File: config.mk
export PLATFORM = sky130hd
export DESIGN_NAME = multi_policy_field
export DESIGN_NICKNAME = d
export VERILOG_FILES = /design/src/rtl/mpf_pkg.sv /design/src/rtl/mpf_ctrl.sv /design/src/rtl/mpf_datapath.sv /design/src/rtl/multi_policy_field.sv
export SDC_FILE = /design/constraint.sdc
export NUM_CORES = 1
export LEC_CHECK = 0
export CELL_PAD_IN_SITES_DETAIL_PLACEMENT = 0
export CELL_PAD_IN_SITES_GLOBAL_PLACEMENT = 1
export CORE_MARGIN = 1
export CORE_UTILIZATION = 34
export CTS_CLUSTER_SIZE = 40
export DETAILED_ROUTE_END_ITERATION = 8
export MAX_ROUTING_LAYER = met4
export PLACE_DENSITY_LB_ADDON = 0.05
export SETUP_SLACK_MARGIN = 0.05
export SYNTH_ARGS = -nofsm -noshare
export SYNTH_HDL_FRONTEND = slang
export SYNTH_SLANG_ARGS = --single-unit
File: constraint.sdc
create_clock -name clk -period 2.8 [get_ports clk]
set_input_delay 0.28 -clock clk [delete_from_list [all_inputs] [get_ports clk]]
set_output_delay 0.28 -clock clk [all_outputs]
set_load 0.005 [all_outputs]
File: src/rtl/mpf_pkg.sv
package mpf_pkg;

  localparam int unsigned POL_W        = 5;
  localparam int unsigned NUM_POLICIES = 25;

  typedef enum logic [POL_W-1:0] {
    P_RDWR          = 5'd0,
    P_RDONLY        = 5'd1,
    P_RDCLR         = 5'd2,
    P_RDSET         = 5'd3,
    P_WRZEROS       = 5'd4,
    P_WRONES        = 5'd5,
    P_WR_RDCLR      = 5'd6,
    P_WR_RDSET      = 5'd7,
    P_ONES_RDCLR    = 5'd8,
    P_ZEROS_RDSET   = 5'd9,
    P_ONE_CLR       = 5'd10,
    P_ONE_SET       = 5'd11,
    P_ONE_TOG       = 5'd12,
    P_ZERO_CLR      = 5'd13,
    P_ZERO_SET      = 5'd14,
    P_ZERO_TOG      = 5'd15,
    P_ONESET_RDCLR  = 5'd16,
    P_ONECLR_RDSET  = 5'd17,
    P_ZEROSET_RDCLR = 5'd18,
    P_ZEROCLR_RDSET = 5'd19,
    P_WRONLY        = 5'd20,
    P_WRONLY_ZEROS  = 5'd21,
    P_WRONLY_ONES   = 5'd22,
    P_ONCE          = 5'd23,
    P_WRONLY_ONCE   = 5'd24,
    P_NOACCESS      = 5'd25
  } policy_e;

  typedef enum logic [1:0] {
    RIGHTS_FULL   = 2'd0,
    RIGHTS_RDONLY = 2'd1,
    RIGHTS_WRONLY = 2'd2,
    RIGHTS_NONE   = 2'd3
  } rights_e;

  typedef enum logic [3:0] {
    OP_LOAD, OP_ZEROS, OP_ONES,
    OP_CLR1, OP_SET1, OP_TOG1,
    OP_CLR0, OP_SET0, OP_TOG0
  } wrOp_e;

  typedef struct packed {
    logic  wrAllowed;
    wrOp_e wrOp;
    logic  onceOnly;
    logic  rdVisible;
    logic  rdClear;
    logic  rdSet;
  } fieldCtl_t;

endpackage

File: src/rtl/mpf_ctrl.sv
module mpf_ctrl
  import mpf_pkg::*;
(
  input  logic [POL_W-1:0] polSel,
  input  logic [1:0]       rights,
  output fieldCtl_t        ctl,
  output logic             illegalPolicy
);

  policy_e basePol;
  policy_e effPol;

  assign illegalPolicy = (polSel >= POL_W'(NUM_POLICIES));

  always_comb begin
    basePol = illegalPolicy ? P_RDWR : policy_e'(polSel);
  end

  // narrowing by the rights of the bus carrying the access
  always_comb begin
    effPol = basePol;
    case (rights_e'(rights))
      RIGHTS_FULL: effPol = basePol;
      RIGHTS_RDONLY: begin
        case (basePol)
          P_RDCLR, P_WR_RDCLR, P_ONES_RDCLR, P_ONESET_RDCLR, P_ZEROSET_RDCLR:
            effPol = P_RDCLR;
          P_RDSET, P_WR_RDSET, P_ZEROS_RDSET, P_ONECLR_RDSET, P_ZEROCLR_RDSET:
            effPol = P_RDSET;
          P_WRONLY, P_WRONLY_ZEROS, P_WRONLY_ONES, P_WRONLY_ONCE:
            effPol = P_NOACCESS;
          default: effPol = P_RDONLY;
        endcase
      end
      RIGHTS_WRONLY: begin
        case (basePol)
          P_RDWR, P_WR_RDCLR, P_WR_RDSET: effPol = P_WRONLY;
          P_ONESET_RDCLR:                 effPol = P_ONE_SET;
          P_ZEROSET_RDCLR:                effPol = P_ZERO_SET;
          P_ONECLR_RDSET:                 effPol = P_ONE_CLR;
          P_ZEROCLR_RDSET:                effPol = P_ZERO_CLR;
          P_ZEROS_RDSET:                  effPol = P_WRZEROS;
          P_ONES_RDCLR:                   effPol = P_WRONES;
          P_RDONLY, P_RDCLR, P_RDSET:     effPol = P_NOACCESS;
          default:                        effPol = basePol;
        endcase
      end
      default: effPol = P_NOACCESS;
    endcase
  end

  // strobe generation from the effective policy
  always_comb begin
    ctl.wrAllowed = 1'b1;
    ctl.wrOp      = OP_LOAD;
    ctl.onceOnly  = 1'b0;
    ctl.rdVisible = 1'b1;
    ctl.rdClear   = 1'b0;
    ctl.rdSet     = 1'b0;
    case (effPol)
      P_RDONLY, P_NOACCESS, P_RDCLR, P_RDSET: ctl.wrAllowed = 1'b0;
      P_WRZEROS, P_ZEROS_RDSET, P_WRONLY_ZEROS: ctl.wrOp = OP_ZEROS;
      P_WRONES, P_ONES_RDCLR, P_WRONLY_ONES:    ctl.wrOp = OP_ONES;
      P_ONE_CLR, P_ONECLR_RDSET:    ctl.wrOp = OP_CLR1;
      P_ONE_SET, P_ONESET_RDCLR:    ctl.wrOp = OP_SET1;
      P_ONE_TOG:                    ctl.wrOp = OP_TOG1;
      P_ZERO_CLR, P_ZEROCLR_RDSET:  ctl.wrOp = OP_CLR0;
      P_ZERO_SET, P_ZEROSET_RDCLR:  ctl.wrOp = OP_SET0;
      P_ZERO_TOG:                   ctl.wrOp = OP_TOG0;
      default:                      ctl.wrOp = OP_LOAD;
    endcase
    case (effPol)
      P_RDCLR, P_WR_RDCLR, P_ONES_RDCLR, P_ONESET_RDCLR, P_ZEROSET_RDCLR:
        ctl.rdClear = 1'b1;
      P_RDSET, P_WR_RDSET, P_ZEROS_RDSET, P_ONECLR_RDSET, P_ZEROCLR_RDSET:
        ctl.rdSet = 1'b1;
      default: ;
    endcase
    case (effPol)
      P_WRONLY, P_WRONLY_ZEROS, P_WRONLY_ONES, P_WRONLY_ONCE, P_NOACCESS:
        ctl.rdVisible = 1'b0;
      default: ;
    endcase
    ctl.onceOnly = (effPol == P_ONCE) || (effPol == P_WRONLY_ONCE);
  end

endmodule

File: src/rtl/mpf_datapath.sv
module mpf_datapath
  import mpf_pkg::*;
#(
  parameter int unsigned       WIDTH     = 8,
  parameter logic [WIDTH-1:0]  RESET_VAL = '0
) (
  input  logic             clk,
  input  logic             rst,
  input  fieldCtl_t        ctl,
  input  logic             wrStb,
  input  logic [WIDTH-1:0] wrData,
  input  logic             wrByteEn,
  input  logic             rdStb,
  output logic [WIDTH-1:0] rdData,
  output logic [WIDTH-1:0] fieldValue
);

  logic [WIDTH-1:0] curVal;
  logic [WIDTH-1:0] afterRd;
  logic [WIDTH-1:0] wrResult;
  logic [WIDTH-1:0] nxtVal;
  logic             writtenOnce;
  logic             wrReach;
  logic             wrApply;

  assign wrReach = wrStb && wrByteEn && ctl.wrAllowed;
  assign wrApply = wrReach && !(ctl.onceOnly && writtenOnce);

  assign rdData     = (rdStb && ctl.rdVisible) ? curVal : '0;
  assign fieldValue = curVal;

  always_comb begin
    afterRd = curVal;
    if (rdStb && ctl.rdClear)    afterRd = '0;
    else if (rdStb && ctl.rdSet) afterRd = '1;
  end

  always_comb begin
    case (ctl.wrOp)
      OP_LOAD:  wrResult = wrData;
      OP_ZEROS: wrResult = '0;
      OP_ONES:  wrResult = '1;
      OP_CLR1:  wrResult = afterRd & ~wrData;
      OP_SET1:  wrResult = afterRd | wrData;
      OP_TOG1:  wrResult = afterRd ^ wrData;
      OP_CLR0:  wrResult = afterRd & wrData;
      OP_SET0:  wrResult = afterRd | ~wrData;
      OP_TOG0:  wrResult = afterRd ^ ~wrData;
      default:  wrResult = afterRd;
    endcase
    nxtVal = wrApply ? wrResult : afterRd;
  end

  always_ff @(posedge clk) begin
    if (rst) begin
      curVal      <= RESET_VAL;
      writtenOnce <= 1'b0;
    end else begin
      curVal <= nxtVal;
      if (wrReach) writtenOnce <= 1'b1;
    end
  end

endmodule

File: src/rtl/multi_policy_field.sv
module multi_policy_field
  import mpf_pkg::*;
#(
  parameter int unsigned      WIDTH     = 8,
  parameter logic [WIDTH-1:0] RESET_VAL = 8'hA5
) (
  input  logic             clk,
  input  logic             rst,
  input  logic [4:0]       polSel,
  input  logic [1:0]       rights,
  input  logic             wrStb,
  input  logic [WIDTH-1:0] wrData,
  input  logic             wrByteEn,
  input  logic             rdStb,
  output logic [WIDTH-1:0] rdData,
  output logic [WIDTH-1:0] fieldValue,
  output logic             illegalPolicy
);

  generate
    if (WIDTH < 1) begin : g_badWidth
      $error("multi_policy_field: WIDTH must be at least 1");
    end
  endgenerate

  fieldCtl_t ctl;

  mpf_ctrl u_ctrl (
    .polSel        (polSel),
    .rights        (rights),
    .ctl           (ctl),
    .illegalPolicy (illegalPolicy)
  );

  mpf_datapath #(.WIDTH(WIDTH), .RESET_VAL(RESET_VAL)) u_dp (
    .clk        (clk),
    .rst        (rst),
    .ctl        (ctl),
    .wrStb      (wrStb),
    .wrData     (wrData),
    .wrByteEn   (wrByteEn),
    .rdStb      (rdStb),
    .rdData     (rdData),
    .fieldValue (fieldValue)
  );

endmodule

==> out/qor.txt, run 1 <==
post-synth design cell area = 1820 um^2
Initial Util = 35.4%
Synth Flop Type = dfxtp_1
die area = 5640 um^2
WP depth = 16
diode count = 0
vias per cell = 5.67
first drt pass iteration count = 4
Mapped Nets = 266
placed wire-length estimate = 5680 um
Core Area = 5140 um^2
Synthesis Warnings = 0
register area share after synthesis = 9.91%
Crit Path Class = primary input to flop
Hold Vio Cnt, Final = 0
Final ANT Viol Nets = 0
Arr. time, crit path = 2.84 ns
final setup margin = 0.0645 ns
worst-path cell with the longest stage delay = or3b_4
dpl ws = -0.644 ns
top cells by area, synth = dfxtp_1, buf_6, mux2i_1, nand2_1, o21ai_0
DRC errors left = 0
worst-margin pin slew = 0.503 ns
average size of a mapped cell = 7.39 um^2
Rel. slew slack = 66.2%
most frequent cells in the layout = buf_4, nand2_1, clkdlybuf4s50_1, nor2_1
Synth async-reset ratio = 0%
clock period minus worst slack = 2.74 ns
cell family with most CP delay = buffers and inverters
CP required = 2.90 ns
initial drt markers = 108
IO Port Bufs = 36
hold slack final = 0.472 ns
layout cells sized above 1 = 49.5%
WP buf/inv = 7
clk_skew = 0.00730 ns
worst path cell trace = clkdlybuf4s15_2 -> buf_6 -> or3b_4 -> a31oi_4 -> buf_4 -> buf_4 -> buf_4 -> o221ai_4 -> nand2_4 -> nor4_1 -> buf_4 -> nor4b_2 -> buf_4 -> mux2i_1 -> o32ai_1 -> a22oi_2
wire per inst = 16.5 um
Reg clk slew, reported paths = 0.05 ns
reg2reg end = u_dp.fieldValue[0]
worst-path maximum fanout = 5
status = completed
Register-to-Register Setup Slack = 1.44 ns
overall power = 1020 uW
slowest stage delay, CP = 0.39 ns
TritonCTS Buffers = 3
RSZ-0062 raised after global routing = true
deepest level of the CTS H-tree = 1
final setup fails = 0
Synth cell types = 66
hold_sp = u_dp.writtenOnce
clk sink count = 9
total grt overflow = 0
wirelength, routed = 7370 um
Area Overhead vs Synth = 81.3%
Synth Register Bits = 9
Hold Path Depth = 2
FF-to-FF path depth = 5
# Max-Cap Violations = 0
Pwr per Cell Area = 310 nW/um^2
Hold Path Class = flop to flop
Worst Setup Start Kind = primary input
Vias = 2541
worst vdd ir = 0.130 mV
cell count after synthesis = 246
gr usage total = 26.6%
Synth top area share = 9.91%
Max Clk Rate = 0.366 GHz
largest net degree at the start of global routing = 11
LEAKAGE = 0.00139 uW
IO Count = 37
initial antenna violation count = 0
CTS max path bufs = 2
Final Max Tran Viols = 0
routability cong. = 0.891
most numerous cell on the critical path = buf_4
root buf cell = clkbuf_8
reg2reg start = u_dp.fieldValue[0]
period utilization = 97.7%
most common cell after layout, fill and taps aside = buf_4
Die W = 75.1 um
endpoint of the worst hold path = u_dp.writtenOnce
vias in the first global route = 2357
cell taking the most area after synthesis = dfxtp_1
row count = 26
global-route wire length before repair = 10900 um
die height = 75.1 um
Layout Nets = 399
critical path capture point type = flop
worst skew pair latency = 0.24 ns
CTS tree = done
EDFF count, synth = 0
-- where the power goes --
part	total, uW	internal (uW)	switching [uW]
Sequential	161	145	15.6
Combinational	701	376	325
Clock	161	100	60.7
-- cell families after synthesis --
group                      synth area share (%)
muxes                                      7.36
DFF                                        9.91
buffers and inverters                      8.95
adders and majority gates                 0.551
AOI/OAI and AO/OA                          45.8
and+or+nand+nor                            27.5
-- layer usage --
layer	part of all wire [%]	wire length (um)	global-route usage, %	vias up
met4	2.8	209	11.3	0
met5	0	0	-	-
met2	56	4110	53.0	67
met1	39	2890	26.1	1207
li1	-	-	-	1249
met3	2.3	168	1.74	18
-- cell type report --
class                           instances  area, um^2
Sequential cell                         9         180
Fill cell                             500        1840
Tap cell                               70        87.6
Timing Repair Buffer                  145        1170
Inverter                                7        26.3
Multi-Input combinational cell        213        1790
Clock buffer                            4        45.0
-- how the worst max path moves through the flow --
stage | startpoint | to | slack [ns]
2_1_floorplan | polSel[4] | u_dp.fieldValue[1] | 0.16
3_3_place_gp | polSel[4] | rdData[6] | -0.58
3_5_place_dp | polSel[4] | rdData[3] | -0.64
4_1_cts | polSel[4] | u_dp.fieldValue[7] | 0.02
5_1_grt | polSel[0] | u_dp.fieldValue[2] | 0.009
6_report | polSel[0] | u_dp.fieldValue[2] | 0.06
-- flip-flops by register name, indices dropped and copies added, names as in the netlist --
signal            count
u_dp.fieldValue       8
u_dp.writtenOnce      1
-- metrics by stage --
step / util [%] / std cells / setup TNS (ns) / area [um^2]
final: 64.1 / 448 / 0 / 3300
after global routing: 64.1 / 448 / 0 / 3300
after CTS: 60.1 / 444 / 0 / 3090
after detailed placement: 55.0 / 428 / -9.15 / 2830
after global placement: 55.0 / 428 / -8.28 / 2830
after floorplan: - / 246 / 0 / 1820
-- cell usage after synthesis (all sizes together) (6+ instances only) --
| master | instances |
|---|---|
| nand2 | 22 |
| and2 | 12 |
| dfxtp | 9 |
| o211ai | 8 |
| a21oi | 12 |
| o31ai | 7 |
| inv | 7 |
| nor2 | 20 |
| mux2i | 10 |
| o31a | 6 |
| o21ai | 18 |
| buf | 13 |
| nor3 | 11 |
-- tightest hold or removal path: stages (launching register included) --
cell     delay [ns]
dfxtp_1        0.31
inv_1          0.06
a21oi_1        0.05
-- repair_timing --
action / CTS / global route
hold buffers: 0 / 0
setup buffers: 11 / 4
resized for setup: 60 / 55
gates cloned: 1 / 0
pin swaps: 15 / 19
setup endpoints to repair: 16 / 16
Note: power is estimated with default switching activity, not from simulation.
==> run 2: changes to the inputs <==
--- a/config.mk
+++ b/config.mk
@@ -8,7 +8,7 @@
 export CELL_PAD_IN_SITES_DETAIL_PLACEMENT = 0
 export CELL_PAD_IN_SITES_GLOBAL_PLACEMENT = 1
 export CORE_MARGIN = 1
-export CORE_UTILIZATION = 34
+export CORE_UTILIZATION = 24
 export CTS_CLUSTER_SIZE = 40
 export DETAILED_ROUTE_END_ITERATION = 8
 export MAX_ROUTING_LAYER = met4
==> run 2 against run 1 <==
  * Flip-flop and latch count unchanged
  * Core utilization shrank 17 points
  * Highest routed layer unchanged
  * Critical path type unchanged
  * Critical endpoint unchanged
  * Sequential power hardly changed
  * Non-clock buffer count is 10 higher
  * Global-route usage is 6.5 points lower
  * Critical path depth down 3
==> out/qor.txt, run 2 (synthesized netlist as in run 1, its figures left out) <==
status = completed
Arr. time, crit path = 2.75 ns (-0.09 ns)
Cells after DPL = 467 (+9.1%)
worst-margin pin slew = 0.431 ns (-0.0721 ns)
worst skew pair latency = 0.24 ns (about the same)
IO Port Bufs = 36 (unchanged)
final setup fails = 0 (unchanged)
clock period minus worst slack = 2.65 ns (-0.0898 ns)
critical path capture point type = flop
total grt overflow = 0 (unchanged)
final std cells w/o fill = 489 (+9.2%)
worst vdd ir = 0.133 mV (+2.8%)
reg2reg end = u_dp.fieldValue[0]
fill count = 759 (+52%)
worst-path maximum fanout = 10 (+5)
overall power = 1040 uW (+1.3%)
Final Max Tran Viols = 0 (unchanged)
die area = 7930 um^2 (+40%)
hold bufs inserted after CTS = 0 (unchanged)
FF-to-FF path depth = 5 (unchanged)
diode count = 0 (unchanged)
die height = 89.0 um (+19%)
post-route cell area = 3400 um^2 (+3.2%)
largest net degree at the start of global routing = 12 (+1)
initial antenna violation count = 0 (unchanged)
LEAKAGE = 0.00144 uW (+3.5%)
global-route wire length before repair = 11900 um (+8.9%)
hold slack final = 0.463 ns (-0.00924 ns)
IO Count = 37 (unchanged)
CTS max path bufs = 2 (unchanged)
Vias = 2611 (+2.8%)
Layout Nets = 411 (+3.0%)
placed cell area = 2950 um^2 (+4.4%)
Reg clk slew, reported paths = 0.05 ns (about the same)
wire per inst = 16.1 um (-2.0%)
initial drt markers = 160 (+48%)
gr usage total = 20.1% (-6.5 points)
hold_sp = u_dp.writtenOnce
placed wire-length estimate = 5870 um (+3.4%)
most common cell after layout, fill and taps aside = buf_4
DRC errors left = 0 (unchanged)
Hold Path Class = flop to flop
first drt pass iteration count = 6 (+2)
RSZ-0062 raised after global routing = false
FF/Latch Area = 180 um^2 (unchanged)
deepest level of the CTS H-tree = 1 (unchanged)
Hold Path Depth = 2 (unchanged)
root buf cell = clkbuf_8
Crit Path Class = primary input to flop
Post-Route Utilization = 46.6% (-17 points)
Pwr per Cell Area = 305 nW/um^2 (-1.9%)
Rel. slew slack = 71.1% (+4.9 points)
clk sink count = 9 (unchanged)
Largest register FFs = 8 (unchanged)
routability cong. = 0.854 (-4.1%)
vias per cell = 5.34 (-5.9%)
clk_skew = 0.00202 ns (-0.00528 ns)
Die W = 89.0 um (+19%)
layout cells sized above 1 = 49.0% (-0.50 points)
row count = 31 (+19%)
most frequent cells in the layout = buf_4, nand2_1, clkdlybuf4s50_1, nor2_1, o21ai_0
Initial Util = 24.9% (-10 points)
Core Area = 7290 um^2 (+42%)
Final ANT Viol Nets = 0 (unchanged)
Worst Setup Start Kind = primary input
wirelength, routed = 7880 um (+6.9%)
reg2reg start = u_dp.fieldValue[0]
# Max-Cap Violations = 0 (unchanged)
endpoint of the worst hold path = u_dp.writtenOnce
CTS tree = done
multi-input logic area = 1760 um^2 (-1.8%)
CP required = 2.91 ns (about the same)
Hold Vio Cnt, Final = 0 (unchanged)
Max Clk Rate = 0.378 GHz (+3.4%)
Register-to-Register Setup Slack = 1.43 ns (about the same)
TritonCTS Buffers = 3 (unchanged)
Area Overhead vs Synth = 87.1%
vias in the first global route = 2360 (+0.13%)
period utilization = 94.5% (-3.2 points)
==> run 2: worst max path at each step <==
stage,slack (ns),cells past startpoint,to,startpoint
final,0.15,13,u_dp.fieldValue[2],polSel[3]
after CTS,0.01,12,rdData[6],polSel[1]
after global routing,0.02,14,u_dp.fieldValue[0],polSel[3]
after detailed placement,-0.58,11,u_dp.fieldValue[3],polSel[4]
after global placement,-0.73,13,u_dp.fieldValue[1],polSel[1]
after floorplan,0.16,11,u_dp.fieldValue[1],polSel[4]
==> run 2: per-stage QoR <==
step	setup TNS, ns	worst slack (ns)
final	0	0.154
after global routing	0	0.0197
after CTS	0	0.0103
after detailed placement	-8.62	-0.580
after global placement	-9.18	-0.734
after floorplan	0	0.161
==> run 2: critical path: stages <==
cell and delay (ns):
clkbuf_2 0.17, buf_6 0.16, nand2b_1 0.18, a211oi_2 0.10, o32a_2 0.42, buf_4 0.16, nor2_1 0.24, o32a_1 0.27
nor4b_2 0.20, buf_4 0.16, mux2i_1 0.07, o32ai_1 0.24, a22oi_1 0.10
==> run 2: area by class of cell <==
type,count,share of cell area [%]
Clock buffer,4,1.32
Timing Repair Buffer,155,37.3
Sequential cell,9,5.30
Multi-Input combinational cell,215,51.6
Inverter,7,0.773
Tap cell,99,3.64
==> run 2: timing repair <==
| action | 4_1_cts | 5_1_grt |
|---|---|---|
| setup endpoints to repair | 16 | 16 |
| setup buffers | 9 | 6 |
| pin swaps | 12 | 13 |
| gates cloned | 1 | 2 |
| resized for setup | 48 | 53 |
==> run 2: power by group <==
part           internal, uW  switching [uW]  total (uW)
Clock                   100            60.0         160
Combinational           383             331         715
Sequential              145            15.8         161
==> run 2: layer usage <==
metal | vias to the layer above | routed length [um] | track usage (%)
met5 | - | 0 | -
met4 | 0 | 21 | 1.88
met3 | 2 | 318 | 2.03
met2 | 69 | 3610 | 32.7
met1 | 1268 | 3930 | 27.8
li1 | 1272 | - | -
